<file path="config.mk">
export PLATFORM = sky130hd
export DESIGN_NAME = seq_mul
export DESIGN_NICKNAME = d
export VERILOG_FILES = /design/src/rtl/seq_mul_pkg.sv /design/src/rtl/seq_mul_ctrl.sv /design/src/rtl/seq_mul_dpath.sv /design/src/rtl/seq_mul.sv
export SDC_FILE = /design/constraint.sdc
export NUM_CORES = 1
export LEC_CHECK = 0
export BUFFER_PORTS_ARGS = -buffer_cell sky130_fd_sc_hd__buf_2
export CAP_MARGIN = 20
export CORE_ASPECT_RATIO = 1.25
export CORE_UTILIZATION = 59
export CTS_CLUSTER_SIZE = 20
export DETAILED_ROUTE_END_ITERATION = 6
export HOLD_SLACK_MARGIN = 0.03
export PLACE_DENSITY = 0.82
export SLEW_MARGIN = 20
export SYNTH_ARGS = -nofsm -noshare
export SYNTH_HDL_FRONTEND = slang
export SYNTH_HIERARCHICAL = 1
export SYNTH_SLANG_ARGS = --single-unit
export TNS_END_PERCENT = 1
</file>
<file path="constraint.sdc">
create_clock -name clk -period 3.65 [get_ports clk]
set_input_delay 0.1825 -clock clk [delete_from_list [all_inputs] [get_ports clk]]
set_output_delay 0.1825 -clock clk [all_outputs]
set_load 0.02 [all_outputs]
</file>
<file path="src/rtl/seq_mul_pkg.sv">
package seq_mul_pkg;
  typedef struct packed {
    logic load;
    logic step;
  } mulCtrl_t;

  typedef enum logic {
    ST_IDLE = 1'b0,
    ST_RUN  = 1'b1
  } mulState_t;
endpackage

</file>
<file path="src/rtl/seq_mul_ctrl.sv">
module seq_mul_ctrl
  import seq_mul_pkg::*;
#(
  parameter int WIDTH = 32
) (
  input  logic     clk,
  input  logic     rstN,
  input  logic     start,
  output mulCtrl_t ctrlS,
  output logic     busy,
  output logic     done
);
  localparam int CNT_W = $clog2(WIDTH);
  localparam int LEN_W = $clog2(WIDTH + 1) + 1;
  localparam logic [CNT_W-1:0] LAST_STEP = CNT_W'(WIDTH - 1);

  mulState_t      state;
  logic [CNT_W-1:0] stepCnt;

  always_comb begin
    ctrlS.load = start && (state == ST_IDLE);
    ctrlS.step = (state == ST_RUN);
  end

  assign busy = (state == ST_RUN);

  always_ff @(posedge clk or negedge rstN) begin
    if (!rstN) begin
      state   <= ST_IDLE;
      stepCnt <= '0;
      done    <= 1'b0;
    end else begin
      done <= 1'b0;
      unique case (state)
        ST_IDLE: begin
          if (ctrlS.load) begin
            state   <= ST_RUN;
            stepCnt <= '0;
          end
        end
        ST_RUN: begin
          if (stepCnt == LAST_STEP) begin
            state <= ST_IDLE;
            done  <= 1'b1;
          end else begin
            stepCnt <= stepCnt + 1'b1;
          end
        end
        default: state <= ST_IDLE;
      endcase
    end
  end

  // Independent run-length counter used only by the checks below
  logic [LEN_W-1:0] runLen;
  always_ff @(posedge clk or negedge rstN) begin
    if (!rstN)            runLen <= '0;
    else if (ctrlS.load)  runLen <= '0;
    else if (busy)        runLen <= runLen + 1'b1;
  end

  p_done_pulse_r3: assert property (@(posedge clk) disable iff (!rstN)
    done |=> !done);

  p_done_on_fall_r3: assert property (@(posedge clk) disable iff (!rstN)
    $fell(busy) |-> done);

  p_run_length_r3: assert property (@(posedge clk) disable iff (!rstN)
    $fell(busy) |-> (runLen == LEN_W'(WIDTH)));

  p_no_restart_r4: assert property (@(posedge clk) disable iff (!rstN)
    (busy && start && runLen != '0) |=> (!busy || runLen == $past(runLen) + 1'b1));
endmodule

</file>
<file path="src/rtl/seq_mul_dpath.sv">
module seq_mul_dpath
  import seq_mul_pkg::*;
#(
  parameter int WIDTH = 32
) (
  input  logic               clk,
  input  logic               rstN,
  input  mulCtrl_t           ctrlS,
  input  logic               signedMode,
  input  logic [WIDTH-1:0]   opA,
  input  logic [WIDTH-1:0]   opB,
  output logic [WIDTH-1:0]   hiWord,
  output logic [WIDTH-1:0]   loWord
);
  localparam int PROD_W = 2 * WIDTH;

  logic [WIDTH-1:0]  mcand;
  logic [PROD_W-1:0] prodReg;
  logic              negFlag;

  logic              aNeg, bNeg;
  logic [WIDTH-1:0]  magA, magB;
  logic [WIDTH:0]    sumWide;
  logic [WIDTH-1:0]  addend;
  logic [PROD_W-1:0] result;

  always_comb begin
    aNeg = signedMode && opA[WIDTH-1];
    bNeg = signedMode && opB[WIDTH-1];
    magA = aNeg ? (~opA + 1'b1) : opA;
    magB = bNeg ? (~opB + 1'b1) : opB;
    addend  = prodReg[0] ? mcand : '0;
    sumWide = {1'b0, prodReg[PROD_W-1:WIDTH]} + {1'b0, addend};
  end

  always_ff @(posedge clk or negedge rstN) begin
    if (!rstN) begin
      mcand   <= '0;
      prodReg <= '0;
      negFlag <= 1'b0;
    end else if (ctrlS.load) begin
      mcand   <= magA;
      prodReg <= {{WIDTH{1'b0}}, magB};
      negFlag <= aNeg ^ bNeg;
    end else if (ctrlS.step) begin
      prodReg <= {sumWide, prodReg[WIDTH-1:1]};
    end
  end

  assign result = negFlag ? (~prodReg + 1'b1) : prodReg;
  assign hiWord = result[PROD_W-1:WIDTH];
  assign loWord = result[WIDTH-1:0];
endmodule

</file>
<file path="src/rtl/seq_mul.sv">
module seq_mul
  import seq_mul_pkg::*;
#(
  parameter int WIDTH = 32
) (
  input  logic             clk,
  input  logic             rstN,
  input  logic             start,
  input  logic             signedMode,
  input  logic [WIDTH-1:0] opA,
  input  logic [WIDTH-1:0] opB,
  output logic             busy,
  output logic             done,
  output logic [WIDTH-1:0] hi,
  output logic [WIDTH-1:0] lo
);
  mulCtrl_t ctrlS;

  seq_mul_ctrl #(.WIDTH(WIDTH)) u_ctrl (
    .clk   (clk),
    .rstN  (rstN),
    .start (start),
    .ctrlS (ctrlS),
    .busy  (busy),
    .done  (done)
  );

  seq_mul_dpath #(.WIDTH(WIDTH)) u_dpath (
    .clk        (clk),
    .rstN       (rstN),
    .ctrlS      (ctrlS),
    .signedMode (signedMode),
    .opA        (opA),
    .opB        (opB),
    .hiWord     (hi),
    .loWord     (lo)
  );

  p_result_hold_r5: assert property (@(posedge clk) disable iff (!rstN)
    (!busy && !start) |=> $stable({hi, lo}));
endmodule

</file>
==> out/results.tsv, run 1 <==
stage	metric	value	unit
floorplanning	Cell Rows	49	
power	worst vdd rail ir drop	0.6583	mV
run_status	status	complete, but fails checks	
grt	first-pass GRT wire length	36050	um
sta	Slew headroom	52.96	%
cts	Clock Tree Root	clkbuf_16	
grt	vias in the first global route	7576	
yosys	yosys warns	6	
sta	RSZ-0062 raised after global routing	true	
yosys	post-synthesis async set-or-reset flop share	100.0	%
detailed_routing	drt pass-1 iters	7	
floorplanning	die area	15280	um^2
yosys	syn nets	1155	
floorplanning	I/O pins	134	
cts	clock latency on the worst-skew pair	340	ps
cells_and_area	most frequent cells in the layout	buf_2 (125), xnor2_1 (112), dfrtp_1 (99)	
power	sequential power share	24.1	%
run_status	violated checks	negative setup slack	
cts	H-tree levels	3	
cells_and_area	layout cells sized above 1	19.63	%
cts	Num CTS Buffers	9	
sta	Worst Tran Pin Value	699.1	ps
placed_design	DP Wirelength	17100	um
hold_path	Worst Hold Path Cells	2	
detailed_routing	vias per cell	6.023	
placed_design	dpl ws	190.3	ps
critical_path	Worst path top cell family by delay	simple AND/OR/NAND/NOR gates	
yosys	number of synthesized register bits	104	
yosys	Post-synth EDFFs	0	
cells_and_area	nets	1284	
grt	GRT Overall Usage	29.37	%
critical_path	crit path kind	reg -> out	
power	Clk pwr share	8.9	%
detailed_routing	Routed Antenna Nets	0	
floorplanning	die height	138.0	um
grt	largest net degree at the start of global routing	68	
sta	crit share post-route	101.4	%
cts	clk sink count	104	
power	sw frac	49.51	%
sta	setup violators final	2	
critical_path	R2R depth	13	
yosys	Synth Flop Type	dfrtp_1	
critical_path	Worst Setup Start Kind	flip-flop	
critical_path	crit path cell chain	or3_4 -> or4_4 -> or3_4 -> or2_4 -> or4_4 -> or3_4 -> o31ai_4 -> xnor2_1 -> buf_4	
flow_run	max_cap viols	0	
sta	clk_skew	6.977	ps
cts	CTS clk-pin slew, worst paths	70	ps
critical_path	CP most frequent cell	or3_4	
grt	grt ovf	0	
critical_path	Crit Path Max Fanout	6	
yosys	synthesized area per cell	8.318	um^2
floorplanning	die width	110.8	um
cts	CTS tree	yes	
hold_path	hold crit path type	in -> reg	
critical_path	CP required	3470	ps
cells_and_area	area delta synth->final	16.13	%
cells_and_area	commonest non-fill, non-tap cell in the layout	buf_2	
critical_path	Setup crit end kind	output port	
power	Pleak	4.487	nW
sta	Hold Violations, Final	0	
critical_path	WP buf/inv	1	
placed_design	Routability Congestion	0.9075	
detailed_routing	vias	8216	
floorplanning	core area	14410	um^2
sta	final worst path period need	3700	ps
critical_path	CP max stage delay	480	ps
power	Net Switching	0.005302	W
grt	antenna violations before repair	2	
yosys	Mapped Cells	1049	
cells_and_area	# fillers	1204	
critical_path	Crit-path slowest cell	or4_4	
sta	post-route setup slack	-49.59	ps
sta	fmax	270.3	MHz
power	Internal	0.005407	W
detailed_routing	final WL	23000	um
placed_design	port bufs	133	
yosys	register area share after synthesis	29.83	%
sta	Final TNS setup	-62.01	ps
cts	Max Root-Sink Buffers	2	
detailed_routing	drt drc	0	
yosys	Mapped Area	8726	um^2
power	combinational power share	66.9	%
detailed_routing	DR iter-0 viols	432	
critical_path	WP depth	9	
yosys	synth unique cells	73	
sta	Slew Viols, Final	0	
detailed_routing	wire per inst	16.86	um
floorplanning	Initial Utilization	60.56	%
power	PwrDens	1057	nW/um^2
critical_path	CP Data Arrival Time	3520	ps
-- what timing repair did --
action / CTS / global route
cloned: 0 / 0
hold buffers: 1 / 0
setup buffers: 4 / 4
hold endpoints to repair: 40 / 0
endpoints found under the setup margin: 18 / 27
pin swaps: 2 / 3
gates resized for setup: 12 / 25
-- registers in the layout (all words and copies together) (netlist names) --
signal,cells
u_ctrl/done,1
u_ctrl/busy,1
u_dpath/negFlag,1
u_ctrl/stepCnt,5
u_dpath/prodReg,64
u_dpath/mcand,32
-- metal layers --
metal / wire [um] / up-vias / track usage, %
met3: 1302 / 42 / 4.283
met2: 11510 / 260 / 52.73
met1: 9615 / 3866 / 35.82
met5: 13 / - / 0
met4: 564 / 2 / 11.26
li1: - / 4046 / -
-- through the flow --
stage | cells | instance area [um^2] | hold slack (ps) | total power [W] | util, %
after floorplan | 1049 | 8726 | -113.1 | 0.007557 | -
after global placement | 1336 | 9610 | 189.2 | 0.009346 | 66.70
after detailed placement | 1336 | 9610 | 199.2 | 0.009475 | 66.70
after CTS | 1356 | 9990 | 107.4 | 0.01055 | 69.34
after global routing | 1361 | 10130 | 106.7 | 0.01156 | 70.28
final | 1364 | 10130 | 115.7 | 0.01071 | 70.33
-- cell usage after synthesis, types with 4 or more instances --
library cell,instances,area [um^2]
xnor2_1,112,980.9
dfrtp_1,104,2603
nor2_1,98,367.9
a21oi_1,91,455.4
nand2_1,85,319.1
o21ai_0,82,410.4
clkbuf_1,40,150.1
ha_1,37,462.9
mux2i_1,36,360.4
and2_1,34,212.7
o31ai_1,33,247.7
inv_1,29,108.9
xor2_1,29,254.0
or3_1,17,106.4
nor3_1,16,80.08
o41ai_1,16,140.1
nand3_1,15,75.07
a21o_1,14,105.1
nor4_1,11,68.82
nand2b_1,10,62.56
nor2b_1,9,56.30
a211oi_1,8,60.06
o21a_1,8,60.06
nand3b_1,7,52.55
a31oi_1,6,37.54
and3_1,6,37.54
buf_1,5,18.77
nand4_1,5,31.28
or4_1,5,37.54
o221ai_1,4,35.03
o22ai_1,4,25.02
-- layout make-up --
cell class / count / area, um^2 / area share, %
timing repair buffer: 168 / 963.4 / 9.507
clock inverter: 5 / 58.81 / 0.5803
clock buffer: 10 / 229.0 / 2.260
sequential: 104 / 2611 / 25.77
multi-input combinational: 866 / 5929 / 58.51
tap: 178 / 222.7 / 2.198
inverter: 29 / 108.9 / 1.074
antenna: 4 / 10.01 / 0.09878
-- kinds of logic after synthesis --
| kind of cell | synth area share [%] |
|---|---|
| muxes | 4.517 |
| and+or+nand+nor | 20.18 |
| buffers and inverters | 3.771 |
| xor gates and xnor gates | 14.15 |
| AOI/OAI and AO/OA | 22.02 |
| DFF | 29.83 |
| adders and majority gates | 5.535 |
-- power groups by stage --
stage               combinational, W  clock, W  sequential [W]
floorplan                    0.00525         0         0.00230
global route                 0.00787   0.00102         0.00267
finish                       0.00717  0.000955         0.00259
detailed placement           0.00693         0         0.00255
CTS                          0.00705  0.000976         0.00253
global placement             0.00683         0         0.00251
-- final timing paths --
kind | startpoint | endpoint | slack [ps]
max | u_dpath/prodReg[13] | hi[25] | -50
min | opA[0] | u_dpath/mcand[0] | 120
max reg2reg | u_dpath/prodReg[0] | u_dpath/prodReg[63] | 220
min reg2reg | u_dpath/mcand[23] | u_dpath/mcand[23] | 520
max in group asynchronous | rstN | u_dpath/prodReg[38] | 2520
min in group asynchronous | rstN | u_dpath/prodReg[16] | 360
(Power assumes the default switching activity.)
==> run 2: changes to the inputs <==
--- a/config.mk
+++ b/config.mk
@@ -13,6 +13,7 @@
 export DETAILED_ROUTE_END_ITERATION = 6
 export HOLD_SLACK_MARGIN = 0.03
 export PLACE_DENSITY = 0.82
+export RECOVER_POWER = 25
 export SLEW_MARGIN = 20
 export SYNTH_ARGS = -nofsm -noshare
 export SYNTH_HDL_FRONTEND = slang
==> run 2 against run 1 <==
Effect of this change: the flow finishes with violations (max-capacitance violations, max-slew violations, negative setup slack); highest routed layer unchanged; flip-flop and latch count stayed put; global-route usage unchanged; clock power is essentially flat; via count up 0.16%; sequential share of layout area hardly changed; non-clock buffer count unchanged; critical path type unchanged; power hardly changed.
==> out/results.tsv, run 2 (synthesis gave the netlist of run 1 again) <==
stage	metric	value	unit
critical_path	Worst R2R Start	u_dpath/prodReg[0]	
critical_path	CP Data Arrival Time	3520	ps
flow_run	max_cap viols	1	
cts	Max Root-Sink Buffers	2	
sta	clk_skew	7.089	ps
sta	Worst Tran Pin Value	2207	ps
run_status	violated checks	max-capacitance violations, max-slew violations, negative setup slack	
critical_path	Setup crit end kind	output port	
hold_path	HP Start	opA[0]	
critical_path	CP required	3470	ps
sta	crit share post-route	101.3	%
critical_path	CP most frequent cell	or3_4	
sta	setup violators final	2	
cells_and_area	fin cells	1364	
critical_path	CP max stage delay	480	ps
critical_path	Worst Setup Start Kind	flip-flop	
sta	Hold Violations, Final	0	
critical_path	Worst path top cell family by delay	simple AND/OR/NAND/NOR gates	
cells_and_area	Biggest register	u_dpath/prodReg	
sta	Slew headroom	-47.16	%
critical_path	Crit Path Max Fanout	6	
floorplanning	die height	138.0	um
critical_path	crit path cell chain	or3_4 -> or4_4 -> or3_4 -> or2_4 -> or4_4 -> or3_4 -> o31ai_4 -> xnor2_1 -> buf_4	
floorplanning	Initial Utilization	60.56	%
placed_design	port bufs	133	
placed_design	placed insts	1336	
hold_path	hold path endpoint	u_dpath/mcand[0]	
cts	H-tree levels	3	
detailed_routing	drt drc	0	
grt	grt ovf	0	
floorplanning	Cell Rows	49	
power	Pleak	4.474	nW
cells_and_area	nets	1284	
critical_path	crit path kind	reg -> out	
grt	GRT Overall Usage	29.37	%
cts	Num CTS Buffers	9	
cells_and_area	layout cells sized above 1	19.46	%
critical_path	r2r setup slk	210	ps
cells_and_area	# fillers	1207	
detailed_routing	drt pass-1 iters	7	
power	total power	0.01071	W
detailed_routing	wire per inst	16.91	um
floorplanning	die area	15280	um^2
cells_and_area	Seq. cell area	2611	um^2
power	worst vdd rail ir drop	0.6586	mV
sta	Slew Viols, Final	42	
critical_path	WP buf/inv	1	
grt	vias in the first global route	7576	
floorplanning	die width	110.8	um
sta	fmax	270.4	MHz
critical_path	reg2reg end	u_dpath/prodReg[63]	
hold_path	Worst Hold Path Cells	2	
detailed_routing	vias per cell	6.033	
sta	post-route setup slack	-48.91	ps
hold_path	hold crit path type	in -> reg	
critical_path	R2R depth	13	
cells_and_area	multi-input logic area	5929	um^2
sta	final worst path period need	3699	ps
grt	first-pass GRT wire length	36050	um
cts	CTS clk-pin slew, worst paths	70	ps
cells_and_area	largest registers	u_dpath/prodReg (64), u_dpath/mcand (32), u_ctrl/stepCnt (5)	
cells_and_area	Largest register FFs	64	
floorplanning	core area	14410	um^2
detailed_routing	Routed Antenna Nets	0	
run_status	status	complete, but fails checks	
cells_and_area	Final Core Density	70.21	%
critical_path	Crit-path slowest cell	or4_4	
cts	Clock Tree Root	clkbuf_16	
placed_design	Routability Congestion	0.9075	
detailed_routing	vias	8229	
cts	CTS tree	yes	
sta	RSZ-0062 raised after global routing	true	
power	PwrDens	1059	nW/um^2
floorplanning	I/O pins	134	
placed_design	dpl ws	190.3	ps
grt	antenna violations before repair	2	
detailed_routing	DR iter-0 viols	418	
cells_and_area	area delta synth->final	15.93	%
grt	largest net degree at the start of global routing	68	
cells_and_area	most frequent cells in the layout	buf_2 (124), xnor2_1 (112), dfrtp_1 (99)	
cts	clk sink count	104	
cts	clock latency on the worst-skew pair	340	ps
placed_design	DP Wirelength	17100	um
cells_and_area	commonest non-fill, non-tap cell in the layout	buf_2	
detailed_routing	final WL	23070	um
sta	Final TNS setup	-59.98	ps
## run 2: cell types whose count changed in the layout (fill, tap and decap cells not counted), sizes merged
cell	change
buf	-3
clkbuf	+3
## run 2: final cells by class
type	count	area share [%]
flip-flops and latches	104	25.81
repair buffers	168	9.351
multi-input cells	866	58.61
clock buffers	10	2.263
clock inverters	5	0.5813
diodes	4	0.09895
inverters	29	1.076
well taps	178	2.202
## run 2: worst max-delay path by stage
stage                         from     end  slack, ps  cells after the start
6_report       u_dpath/prodReg[13]  hi[25]        -50                      9
5_1_grt        u_dpath/prodReg[28]  hi[25]       -150                      9
4_1_cts        u_dpath/prodReg[13]  hi[25]       -160                      9
3_5_place_dp   u_dpath/prodReg[13]  hi[25]        190                      9
3_3_place_gp   u_dpath/prodReg[13]  hi[25]        220                      9
2_1_floorplan  u_dpath/prodReg[13]  hi[25]        320                      9
## run 2: per-stage QoR
step	area, um^2	hold WS, ps
6_report	10120	115.6
5_1_grt	10110	106.7
4_1_cts	9990	107.4
3_5_place_dp	9610	199.2
3_3_place_gp	9610	189.2
2_1_floorplan	8726	-113.1
## run 2: routing by layer
| layer | global-route usage, % | vias up | share of wire, % |
|---|---|---|---|
| li1 | - | 4048 | - |
| met1 | 35.82 | 3864 | 42 |
| met2 | 52.73 | 273 | 50 |
| met3 | 4.283 | 42 | 5.8 |
| met4 | 11.26 | 2 | 2.4 |
| met5 | 0 | - | 0.056 |
## run 2: power breakdown
group          total, W  internal [W]  switching (W)  leakage [nW]
clock          0.000956      0.000530       0.000426         0.135
sequential      0.00259       0.00179       0.000799          1.22
combinational   0.00717       0.00309        0.00408          3.12
## run 2: what timing repair did
| item | 4_1_cts | 5_1_grt |
|---|---|---|
| gates resized for setup | 12 | 25 |
| hold endpoints to repair | 40 | 0 |
| setup endpoints to repair | 18 | 27 |
| hold buffers | 1 | 0 |
| buffers inserted | 4 | 4 |
| pin swaps | 2 | 3 |
## run 2: worst register-to-register path, cell delays in order (launching register included)
cell and delay [ps]:
dfrtp_2 510, and2_1 170, ha_1 150, inv_1 50, fa_1 400, nor2b_1 160
o31a_1 180, o31a_1 220, a41oi_1 200, o21a_1 300, o41ai_1 390, buf_4 190
nand3_1 100, a211oi_1 310
==> run 3: changes to the inputs <==
==> constraint.sdc (replaced) <==
create_clock -name clk -period 3.45 [get_ports clk]
set_input_delay 0.1725 -clock clk [delete_from_list [all_inputs] [get_ports clk]]
set_output_delay 0.1725 -clock clk [all_outputs]
set_load 0.02 [all_outputs]
==> run 3 against run 2 <==
Effect of this change: the flow still finishes with violations (max-capacitance violations, max-slew violations, negative setup slack); core utilization increased by 0.96 points; cell count is 0.59% higher; die area is the same; via count is 1.2% higher; clock power rose by 7%; register-to-register slack worse by 40 ps; clock-buffer cell count rose by 3; hold slack worse by 8.4 ps; largest cell class unchanged.
==> out/results.tsv, run 3 (synthesis gave the netlist of run 1 again) <==
stage	metric	value	unit
sta	RSZ-0062 raised after global routing	true	
cells_and_area	largest registers	u_dpath/prodReg (64), u_dpath/mcand (32), u_ctrl/stepCnt (5)	
grt	largest net degree at the start of global routing	130	
detailed_routing	drt pass-1 iters	5	
sta	clk_skew	7.403	ps
cells_and_area	nets	1293	
flow_run	max_cap viols	1	
floorplanning	die width	110.8	um
cells_and_area	layout cells sized above 1	20.22	%
cells_and_area	Non-Filler Cell Area, Final	10250	um^2
floorplanning	Cell Rows	49	
placed_design	Routability Congestion	0.9294	
sta	crit share post-route	108.8	%
grt	vias in the first global route	7745	
hold_path	Worst Hold Path Cells	2	
sta	Slew headroom	-28.41	%
sta	setup violators final	25	
floorplanning	die area	15280	um^2
sta	final worst path period need	3752	ps
floorplanning	die height	138.0	um
grt	first-pass GRT wire length	37220	um
cts	Num CTS Buffers	9	
sta	Final TNS setup	-3018	ps
critical_path	r2r setup slk	170	ps
power	worst vdd rail ir drop	0.7828	mV
hold_path	hold crit path type	in -> reg	
cts	CTS clk-pin slew, worst paths	70	ps
placed_design	dpl ws	35.23	ps
run_status	violated checks	max-capacitance violations, max-slew violations, negative setup slack	
detailed_routing	wire per inst	17.10	um
floorplanning	core area	14410	um^2
detailed_routing	vias	8328	
placed_design	DP Wirelength	17210	um
floorplanning	I/O pins	134	
detailed_routing	vias per cell	6.070	
sta	post-route setup slack	-301.9	ps
cells_and_area	Biggest register	u_dpath/prodReg	
critical_path	Crit Path Max Fanout	6	
critical_path	R2R depth	11	
critical_path	CP required	3280	ps
power	Net Switching	0.005651	W
grt	antenna violations before repair	1	
cts	clock latency on the worst-skew pair	340	ps
cells_and_area	most frequent cells in the layout	buf_2 (115), xnor2_1 (111), dfrtp_1 (102)	
power	PwrDens	1127	nW/um^2
cells_and_area	Largest register FFs	64	
cells_and_area	commonest non-fill, non-tap cell in the layout	buf_2	
power	sequential power share	23.5	%
detailed_routing	DR iter-0 viols	505	
sta	worst hold slack	107.2	ps
critical_path	crit path kind	reg -> out	
power	Pleak	4.546	nW
cells_and_area	# fillers	1161	
sta	fmax	266.5	MHz
cts	CTS tree	yes	
grt	grt ovf	0	
cts	Max Root-Sink Buffers	2	
power	sw frac	48.92	%
floorplanning	Initial Utilization	60.56	%
cts	clk sink count	104	
grt	GRT Overall Usage	30.38	%
power	combinational power share	67.7	%
power	Clk pwr share	8.8	%
placed_design	port bufs	133	
sta	Hold Violations, Final	0	
critical_path	CP Data Arrival Time	3580	ps
detailed_routing	drt drc	0	
critical_path	Worst Setup Start Kind	flip-flop	
sta	Worst Tran Pin Value	1926	ps
placed_design	DP Area	9731	um^2
critical_path	Setup crit end kind	output port	
cells_and_area	Final Core Density	71.18	%
detailed_routing	final WL	23470	um
cts	Clock Tree Root	clkbuf_16	
sta	Slew Viols, Final	79	
run_status	status	complete, but fails checks	
detailed_routing	Routed Antenna Nets	0	
power	Internal	0.005902	W
cells_and_area	area delta synth->final	17.52	%
cts	H-tree levels	3	
==> run 3: cell count changes in the layout (fill, tap and decap cells not counted), sizes merged <==
cell and delta:
buf +10, clkbuf +2, clkinvlp -1, diode -2
inv -1
==> run 3: path summary, 6_finish.rpt <==
path	from	end
setup / recovery	u_dpath/prodReg[13]	hi[25]
hold / removal	opA[0]	u_dpath/mcand[0]
setup reg to reg	u_dpath/prodReg[0]	u_dpath/prodReg[52]
hold reg to reg	u_dpath/mcand[0]	u_dpath/mcand[0]
max in group asynchronous	rstN	u_dpath/negFlag
min in group asynchronous	rstN	u_dpath/prodReg[14]
==> run 3: critical path, cell delays in order (launching register included) <==
cell	delay [ps]
dfrtp_1	380
or3_4	410
or4_4	430
or3_4	370
or2_4	290
or4_4	490
or3_4	370
o31ai_4	190
xnor2_1	150
buf_4	160
==> run 3: repair_timing <==
action	in CTS	in global routing
endpoints found under the setup margin	32	36
hold buffers	1	0
endpoints found under the hold margin	32	0
pin swaps	0	3
buffers inserted	0	1
gates resized for setup	29	30
==> run 3: layout make-up <==
cell class / instances / area (um^2) / share of cell area [%]
Timing Repair Buffer: 177 / 1054 / 10.27
Multi-Input combinational cell: 866 / 5967 / 58.19
Sequential cell: 104 / 2605 / 25.40
Clock buffer: 13 / 250.2 / 2.440
Antenna cell: 2 / 5.005 / 0.04880
Tap cell: 178 / 222.7 / 2.172
Inverter: 29 / 108.9 / 1.061
Clock inverter: 3 / 42.54 / 0.4148
==> run 3: stage by stage <==
| stage | std cells | total power [W] |
|---|---|---|
| after floorplan | 1049 | 0.007995 |
| after global placement | 1352 | 0.009998 |
| after detailed placement | 1352 | 0.01016 |
| after CTS | 1369 | 0.01135 |
| after global routing | 1370 | 0.01246 |
| final | 1372 | 0.01155 |
==> run 3: routing by layer <==
metal  GRT usage [%]  share of wire [%]
met1           36.84                 41
met5               0              0.055
met3           3.802                4.7
met4           12.59                2.7
met2           54.87                 52
==> run 3: power groups by stage <==
stage | clock network (W) | logic (W) | registers (W)
after floorplan | 0 | 0.00556 | 0.00244
after global placement | 0 | 0.00738 | 0.00261
after detailed placement | 0 | 0.00751 | 0.00265
after CTS | 0.00104 | 0.00765 | 0.00266
after global routing | 0.00109 | 0.00856 | 0.00281
final | 0.00102 | 0.00782 | 0.00272
